### config.mk
export PLATFORM = sky130hd
export DESIGN_NAME = wdt_two_stage
export DESIGN_NICKNAME = d
export VERILOG_FILES = /design/src/rtl/wdt_pkg.sv /design/src/rtl/wdt_prescaler.sv /design/src/rtl/wdt_downcount.sv /design/src/rtl/wdt_regs.sv /design/src/rtl/wdt_two_stage.sv
export SDC_FILE = /design/constraint.sdc
export NUM_CORES = 1
export LEC_CHECK = 0
export ABC_AREA = 1
export BUFFER_PORTS_ARGS = -buffer_cell sky130_fd_sc_hd__buf_2
export CAP_MARGIN = 20
export CORE_ASPECT_RATIO = 1.2
export CORE_MARGIN = 2
export CORE_UTILIZATION = 40
export DETAILED_ROUTE_END_ITERATION = 10
export PLACE_DENSITY = 0.63
export SLEW_MARGIN = 25
export SYNTH_ARGS = -nofsm -noshare
export SYNTH_HDL_FRONTEND = slang
export SYNTH_SLANG_ARGS = --single-unit
### constraint.sdc
create_clock -name clk -period 3.1 [get_ports clk]
set_input_delay 0.31 -clock clk [delete_from_list [all_inputs] [get_ports clk]]
set_output_delay 0.31 -clock clk [all_outputs]
set_load 0.05 [all_outputs]
### src/rtl/wdt_pkg.sv
package wdt_pkg;
  localparam int REG_W      = 32;
  localparam int F_RESTART  = 0;
  localparam int F_RSTEN    = 1;
  localparam int F_RFLAG    = 2;
  localparam int F_IFLAG    = 3;
  localparam int F_ISEL     = 4;
  localparam int F_IE       = 6;
  localparam int F_EN       = 7;
  localparam int F_FRZ      = 9;
  localparam int F_CKSEL    = 10;
  localparam logic [1:0] CKSEL_RST = 2'd1;

  typedef struct packed {
    logic [1:0] cksel;
    logic       frz;
    logic       en;
    logic       ie;
    logic [1:0] isel;
    logic       iflag;
    logic       rst_en;
  } wdt_ctl_t;

  // log2 of the divider for each divider select value
  function automatic int unsigned div_shift(input logic [1:0] sel);
    case (sel)
      2'd0:    return 0;
      2'd1:    return 8;
      2'd2:    return 11;
      default: return 16;
    endcase
  endfunction
endpackage

### src/rtl/wdt_prescaler.sv
module wdt_prescaler
  import wdt_pkg::*;
#(
  parameter int PRE_W = 16
) (
  input  logic       clk,
  input  logic       rst_n,
  input  logic       run,
  input  logic       clr,
  input  logic [1:0] sel,
  output logic       tick
);
  logic [PRE_W-1:0] pre_q;
  logic [PRE_W:0]   lim;
  logic [PRE_W:0]   one_w;

  assign one_w = {{PRE_W{1'b0}}, 1'b1};
  assign lim   = (one_w << div_shift(sel)) - one_w;
  assign tick  = run && ({1'b0, pre_q} >= lim);

  always_ff @(posedge clk or negedge rst_n) begin
    if (!rst_n) begin
      pre_q <= '0;
    end else if (!run || clr || tick) begin
      pre_q <= '0;
    end else begin
      pre_q <= pre_q + 1'b1;
    end
  end


  pre_idle_chk: assert property (@(posedge clk) disable iff (!rst_n)
    !run |=> pre_q == '0);
endmodule

### src/rtl/wdt_downcount.sv
module wdt_downcount #(
  parameter int CNT_W   = 21,
  parameter int GRACE   = 1024,
  parameter int RST_VAL = 16384
) (
  input  logic             clk,
  input  logic             rst_n,
  input  logic             load,
  input  logic [CNT_W-1:0] load_val,
  input  logic             grace_go,
  input  logic             tick,
  output logic             expire
);
  localparam logic [CNT_W-1:0] GRACE_V = CNT_W'(GRACE);
  localparam logic [CNT_W-1:0] RST_V   = CNT_W'(RST_VAL);

  logic [CNT_W-1:0] cnt_q;

  assign expire = tick && (cnt_q == CNT_W'(1));

  always_ff @(posedge clk or negedge rst_n) begin
    if (!rst_n) begin
      cnt_q <= RST_V;
    end else if (load) begin
      cnt_q <= load_val;
    end else if (grace_go) begin
      cnt_q <= GRACE_V;
    end else if (tick && cnt_q != '0) begin
      cnt_q <= cnt_q - 1'b1;
    end
  end


  reload_chk: assert property (@(posedge clk) disable iff (!rst_n)
    load |=> cnt_q == $past(load_val));

  grace_chk: assert property (@(posedge clk) disable iff (!rst_n)
    (grace_go && !load) |=> cnt_q == GRACE_V);

  hold_chk: assert property (@(posedge clk) disable iff (!rst_n)
    (!load && !grace_go && !tick) |=> $stable(cnt_q));
endmodule

### src/rtl/wdt_regs.sv
module wdt_regs
  import wdt_pkg::*;
(
  input  logic             clk,
  input  logic             rst_n,
  input  logic             wr_en,
  input  logic [REG_W-1:0] wr_data,
  input  logic             expire,
  output wdt_ctl_t         ctl,
  output logic             restart,
  output logic             ev_first,
  output logic             ev_second,
  output logic             rst_req
);
  logic ev;

  assign restart   = wr_en && wr_data[F_RESTART];
  assign ev        = expire && !restart;
  assign ev_first  = ev && !ctl.iflag;
  assign ev_second = ev && ctl.iflag;

  always_ff @(posedge clk or negedge rst_n) begin
    if (!rst_n) begin
      ctl     <= '{cksel: CKSEL_RST, default: '0};
      rst_req <= 1'b0;
    end else begin
      if (wr_en) begin
        ctl.cksel  <= wr_data[F_CKSEL +: 2];
        ctl.frz    <= wr_data[F_FRZ];
        ctl.en     <= wr_data[F_EN];
        ctl.ie     <= wr_data[F_IE];
        ctl.isel   <= wr_data[F_ISEL +: 2];
        ctl.rst_en <= wr_data[F_RSTEN];
      end
      ctl.iflag <= (ctl.iflag && !(wr_en && wr_data[F_IFLAG])) || ev_first;
      rst_req   <= ev_second && ctl.rst_en;
    end
  end


  iflag_set_chk: assert property (@(posedge clk) disable iff (!rst_n)
    ev_first |=> ctl.iflag);

  iflag_cause_chk: assert property (@(posedge clk) disable iff (!rst_n)
    $rose(ctl.iflag) |-> $past(expire));

  iflag_clr_chk: assert property (@(posedge clk) disable iff (!rst_n)
    (wr_en && wr_data[F_IFLAG] && !ev_first) |=> !ctl.iflag);
endmodule

### src/rtl/wdt_two_stage.sv
module wdt_two_stage
  import wdt_pkg::*;
#(
  parameter int BASE  = 14,
  parameter int GRACE = 1024,
  parameter int PRE_W = 16
) (
  input  logic             clk,
  input  logic             por_n,
  input  logic             core_rst_n,
  input  logic             wr_en,
  input  logic [REG_W-1:0] wr_data,
  output logic [REG_W-1:0] rd_data,
  output logic             irq,
  output logic             rst_req
);
  localparam int CNT_W = BASE + 7;

  logic             core_n;
  wdt_ctl_t         ctl;
  logic             restart, ev_first, ev_second, expire, tick;
  logic             rflag_q;
  logic [CNT_W-1:0] load_val;
  logic [CNT_W-1:0] one_c;

  assign core_n   = por_n && core_rst_n;
  assign one_c    = {{(CNT_W-1){1'b0}}, 1'b1};
  assign load_val = one_c << (BASE + 2 * int'(wr_data[F_ISEL +: 2]));

  wdt_regs u_regs (
    .clk       (clk),
    .rst_n     (core_n),
    .wr_en     (wr_en),
    .wr_data   (wr_data),
    .expire    (expire),
    .ctl       (ctl),
    .restart   (restart),
    .ev_first  (ev_first),
    .ev_second (ev_second),
    .rst_req   (rst_req)
  );

  wdt_prescaler #(.PRE_W(PRE_W)) u_pre (
    .clk   (clk),
    .rst_n (core_n),
    .run   (ctl.en),
    .clr   (restart),
    .sel   (ctl.cksel),
    .tick  (tick)
  );

  wdt_downcount #(
    .CNT_W   (CNT_W),
    .GRACE   (GRACE),
    .RST_VAL (1 << BASE)
  ) u_cnt (
    .clk      (clk),
    .rst_n    (core_n),
    .load     (restart),
    .load_val (load_val),
    .grace_go (ev_first),
    .tick     (tick),
    .expire   (expire)
  );

  // reset flag lives in the power-on domain only
  always_ff @(posedge clk or negedge por_n) begin
    if (!por_n) begin
      rflag_q <= 1'b0;
    end else if (core_rst_n) begin
      rflag_q <= (rflag_q && !(wr_en && wr_data[F_RFLAG])) ||
                 (ev_second && ctl.rst_en);
    end
  end

  always_comb begin
    rd_data               = '0;
    rd_data[F_CKSEL +: 2] = ctl.cksel;
    rd_data[F_FRZ]        = ctl.frz;
    rd_data[F_EN]         = ctl.en;
    rd_data[F_IE]         = ctl.ie;
    rd_data[F_ISEL +: 2]  = ctl.isel;
    rd_data[F_IFLAG]      = ctl.iflag;
    rd_data[F_RFLAG]      = rflag_q;
    rd_data[F_RSTEN]      = ctl.rst_en;
  end

  assign irq = ctl.iflag && ctl.ie;


  req_flag_chk: assert property (@(posedge clk) disable iff (!core_n)
    rst_req |-> rflag_q);

  req_pulse_chk: assert property (@(posedge clk) disable iff (!core_n)
    rst_req |=> !rst_req);

  rflag_keep_chk: assert property (@(posedge clk) disable iff (!por_n)
    !core_rst_n |=> rflag_q == $past(rflag_q));
endmodule

==> results.md <==
- Most used routing layer: met2
- Sequential share of the synthesized area: 35.6%
- Global Route met2 Usage: 28.4%
- Worst slew margin relative to its limit: 43.1%
- # rows: 36
- Outcome: complete, no violations
- Mapped Area: 0.00338 mm^2
- Crit Path Class: reg -> reg
- Total core area: 0.00815 mm^2
- DR WL/cell: 12.1 um
- Min setup slack post-route: 0.510 ns
- Final hold vios: 0
- Starting density of the core: 41.4%
- Global-route wire length before repair: 12.0 mm
- Buffers from clock root to sink, at most: 2
- Diodes inserted: 0
- CP max FO: 19
- Stage delay of the slowest cell on the critical path: 0.61 ns
- Router iterations before antenna repair: 4
- Die outline height: 105 um
- Max H-tree Level: 2
- RD Place Congestion: 0.828
- Final max-slew violation count: 0
- Maximum number of pins on one net before global-route repair: 48
- HP Class: in -> async
- Final sum of negative setup slack: 0 ns
- Power density of the placed cells: 448 mW/mm^2
- Setup repair after global routing missed its margin: no
- DRT antenna net count: 0
- Startpoint class of the critical path: register
- Number of buffer and inverter instances along the worst setup path: 2
- Critical-path cell list: nand2_1 > ha_1 > and3_1 > nand4_1 > inv_1 > nand2_1 > nand2_1 > nand4_4 > buf_4 > nand4_1 > o21ai_0
- Count of port buffers added during placement: 26
- Mean cell area of the mapped netlist: 7.59 um^2
- Slew at the pin with the worst max-slew slack: 0.852 ns
- Final clock period utilization by the worst path: 83.6%
- Clock-pin transition on the worst setup and hold timing paths: 0.09 ns
- Global Route met3 Usage: 2.92%
- Arrival @ worst endpoint: 2.77 ns
- Total stage count of the critical path: 11
- Final setup violation count: 0
- Number of warnings printed during yosys synthesis: 0
- Fraction of met1 tracks used by global routing: 19.8%
- Critical Path Sink Type: register
- Top-level I/O count: 70
- Layout fillers: 809
- Number of buffers added for setup after CTS: 0
- Peak supply drop: 0.000211 V
- Worst skew pair latency: 0.30 ns
- Number of antenna violations at the first check in global routing: 0
- X dimension of the die: 87.9 um
- Total Routing Usage GR: 16.3%
- Reg2Reg Depth: 11
- Synthesis-stage register bit count: 48
- Clock tree from TritonCTS: done
- Static leakage: 0.00194 uW
- DP Wirelength: 5.21 mm
- Number of CTS-inserted buffers: 5
- Max-cap violation count: 0
- Routed via count: 2814
- Number of sinks handled by clock tree synthesis: 48
- Nets: 522
- Number of remaining DRC errors: 0
- Aggregate routed wire length: 7.06 mm
- Post-Place Worst Slack: 0.489 ns
- Mapped Cells: 445
- Overall overflow remaining after global route: 0
- Count of different cell masters after synthesis: 33
- Initial DRC count: 160
- Share of layout cells above drive strength 1: 13.9%
- Worst Skew: 0.00889 ns
- Critical Path RT: 3.28 ns
- Via count of the first global-routing pass: 2699
- Most frequent cell on the critical path: nand2_1
- Final Total Pwr: 1620 uW
- Achievable Freq: 0.386 GHz
- Critical-path top delay cell: dfstp_2
- Area added between synthesis and finish: 7.04%
- Final min period: 2.59 ns
- Average vias per placed instance: 4.83
- Root buffer cell: clkbuf_8
- Kind of cell adding the most delay to the critical path: simple AND/OR/NAND/NOR gates
- Area of the die: 0.00920 mm^2
[metrics by stage]
step	std cells	hold WS, ns	area (um^2)	utilization, %
CTS	583	0.204	3610	44.3
global placement	574	0.0929	3510	43.0
detailed placement	574	0.0946	3510	43.0
global route	583	0.209	3610	44.3
finish	583	0.209	3610	44.3
floorplan	466	0.0144	3460	-
[cell families after synthesis]
kind of cell,synth area share (%)
other,0.111
muxes,1.33
xor gates and xnor gates,6.22
DFF,35.6
buffers and inverters,13.5
AOI/OAI and AO/OA,3.41
and+or+nand+nor,33.1
adders and majority gates,6.67
[state kept, by name, indices dropped and copies added (netlist names)]
| signal | flops |
|---|---|
| u_pre.pre_q | 16 |
| u_regs.rst_req | 1 |
| u_regs.ctl | 9 |
| u_cnt.cnt_q | 21 |
| rflag_q | 1 |
[cell type report]
cell class	count	area [um^2]	share of cell area [%]
flip-flops and latches	48	1200	33.3
multi-input cells	327	1800	49.7
clock buffers	6	82.6	2.28
inverters	56	211	5.85
well taps	114	143	3.95
clock inverters	2	15.0	0.415
repair buffers	30	163	4.50
[synthesized netlist by cell type, drive strengths merged]
cell type / number / area [um^2]
nand4: 29 / 196
xnor2: 5 / 43.8
clkbuf: 2 / 7.51
a21o: 1 / 7.51
nor4: 5 / 31.3
nor2: 61 / 267
o21bai: 1 / 7.51
inv: 56 / 210
nor3: 10 / 60.1
mux2: 4 / 45.0
buf: 33 / 238
nand3: 33 / 175
and3: 1 / 6.26
nor3b: 2 / 15.0
dfrtp: 46 / 1150
nand2: 95 / 362
or2: 1 / 6.26
xor2: 19 / 166
conb: 1 / 3.75
dfstp: 2 / 52.6
ha: 18 / 225
o21ai: 11 / 55.1
a21oi: 9 / 45.0
[layer usage]
metal / part of all wire [%] / vias up
li1: - / 1438
met2: 52 / 43
met5: 0 / -
met1: 43 / 1326
met3: 3.3 / 7
met4: 1.7 / 0
[path summary, 6_finish.rpt]
check / from / endpoint / slack [ns]
worst max-delay path: u_regs.ctl[7] / u_cnt.cnt_q[2] / 0.51
worst min-delay path: core_rst_n / u_pre.pre_q[5] / 0.21
worst max register to register: u_regs.ctl[7] / u_cnt.cnt_q[2] / 0.51
worst min register to register: rflag_q / rflag_q / 0.50
max in group asynchronous: por_n / u_pre.pre_q[9] / 1.84
min in group clk: wr_data[11] / u_regs.ctl[8] / 0.21
[cells in the final DEF (no fill, tap or decap), drive strengths merged, types with 4 or more instances in the layout]
master	n
mux2	4
nor2	61
inv	55
nand2	95
buf	29
nor3	10
nor4	5
ha	18
conb	22
dfrtp	46
nand3	33
xor2	19
xnor2	5
o21ai	11
nand4	29
a21oi	9
clkbuf	6
[worst register-to-register path, stage by stage (launching register included)]
cell and delay [ns]:
dfstp_2 0.61, nand2_1 0.17, ha_1 0.34, and3_1 0.21, nand4_1 0.12, inv_1 0.08
nand2_1 0.05, nand2_1 0.12, nand4_4 0.27, buf_4 0.31, nand4_1 0.09, o21ai_0 0.10
[repair_timing]
item | in CTS | in global routing
gates resized for setup | 0 | 0
hold buffers | 1 | 0
endpoints found under the hold margin | 1 | 0
[power by group]
| group | internal, uW | switching, uW | total, uW |
|---|---|---|---|
| sequential | 672 | 59.7 | 732 |
| clock | 181 | 226 | 407 |
| combinational | 158 | 322 | 481 |
| total | 1010 | 608 | 1620 |
No activity file was read; power rests on OpenSTA's default activity.
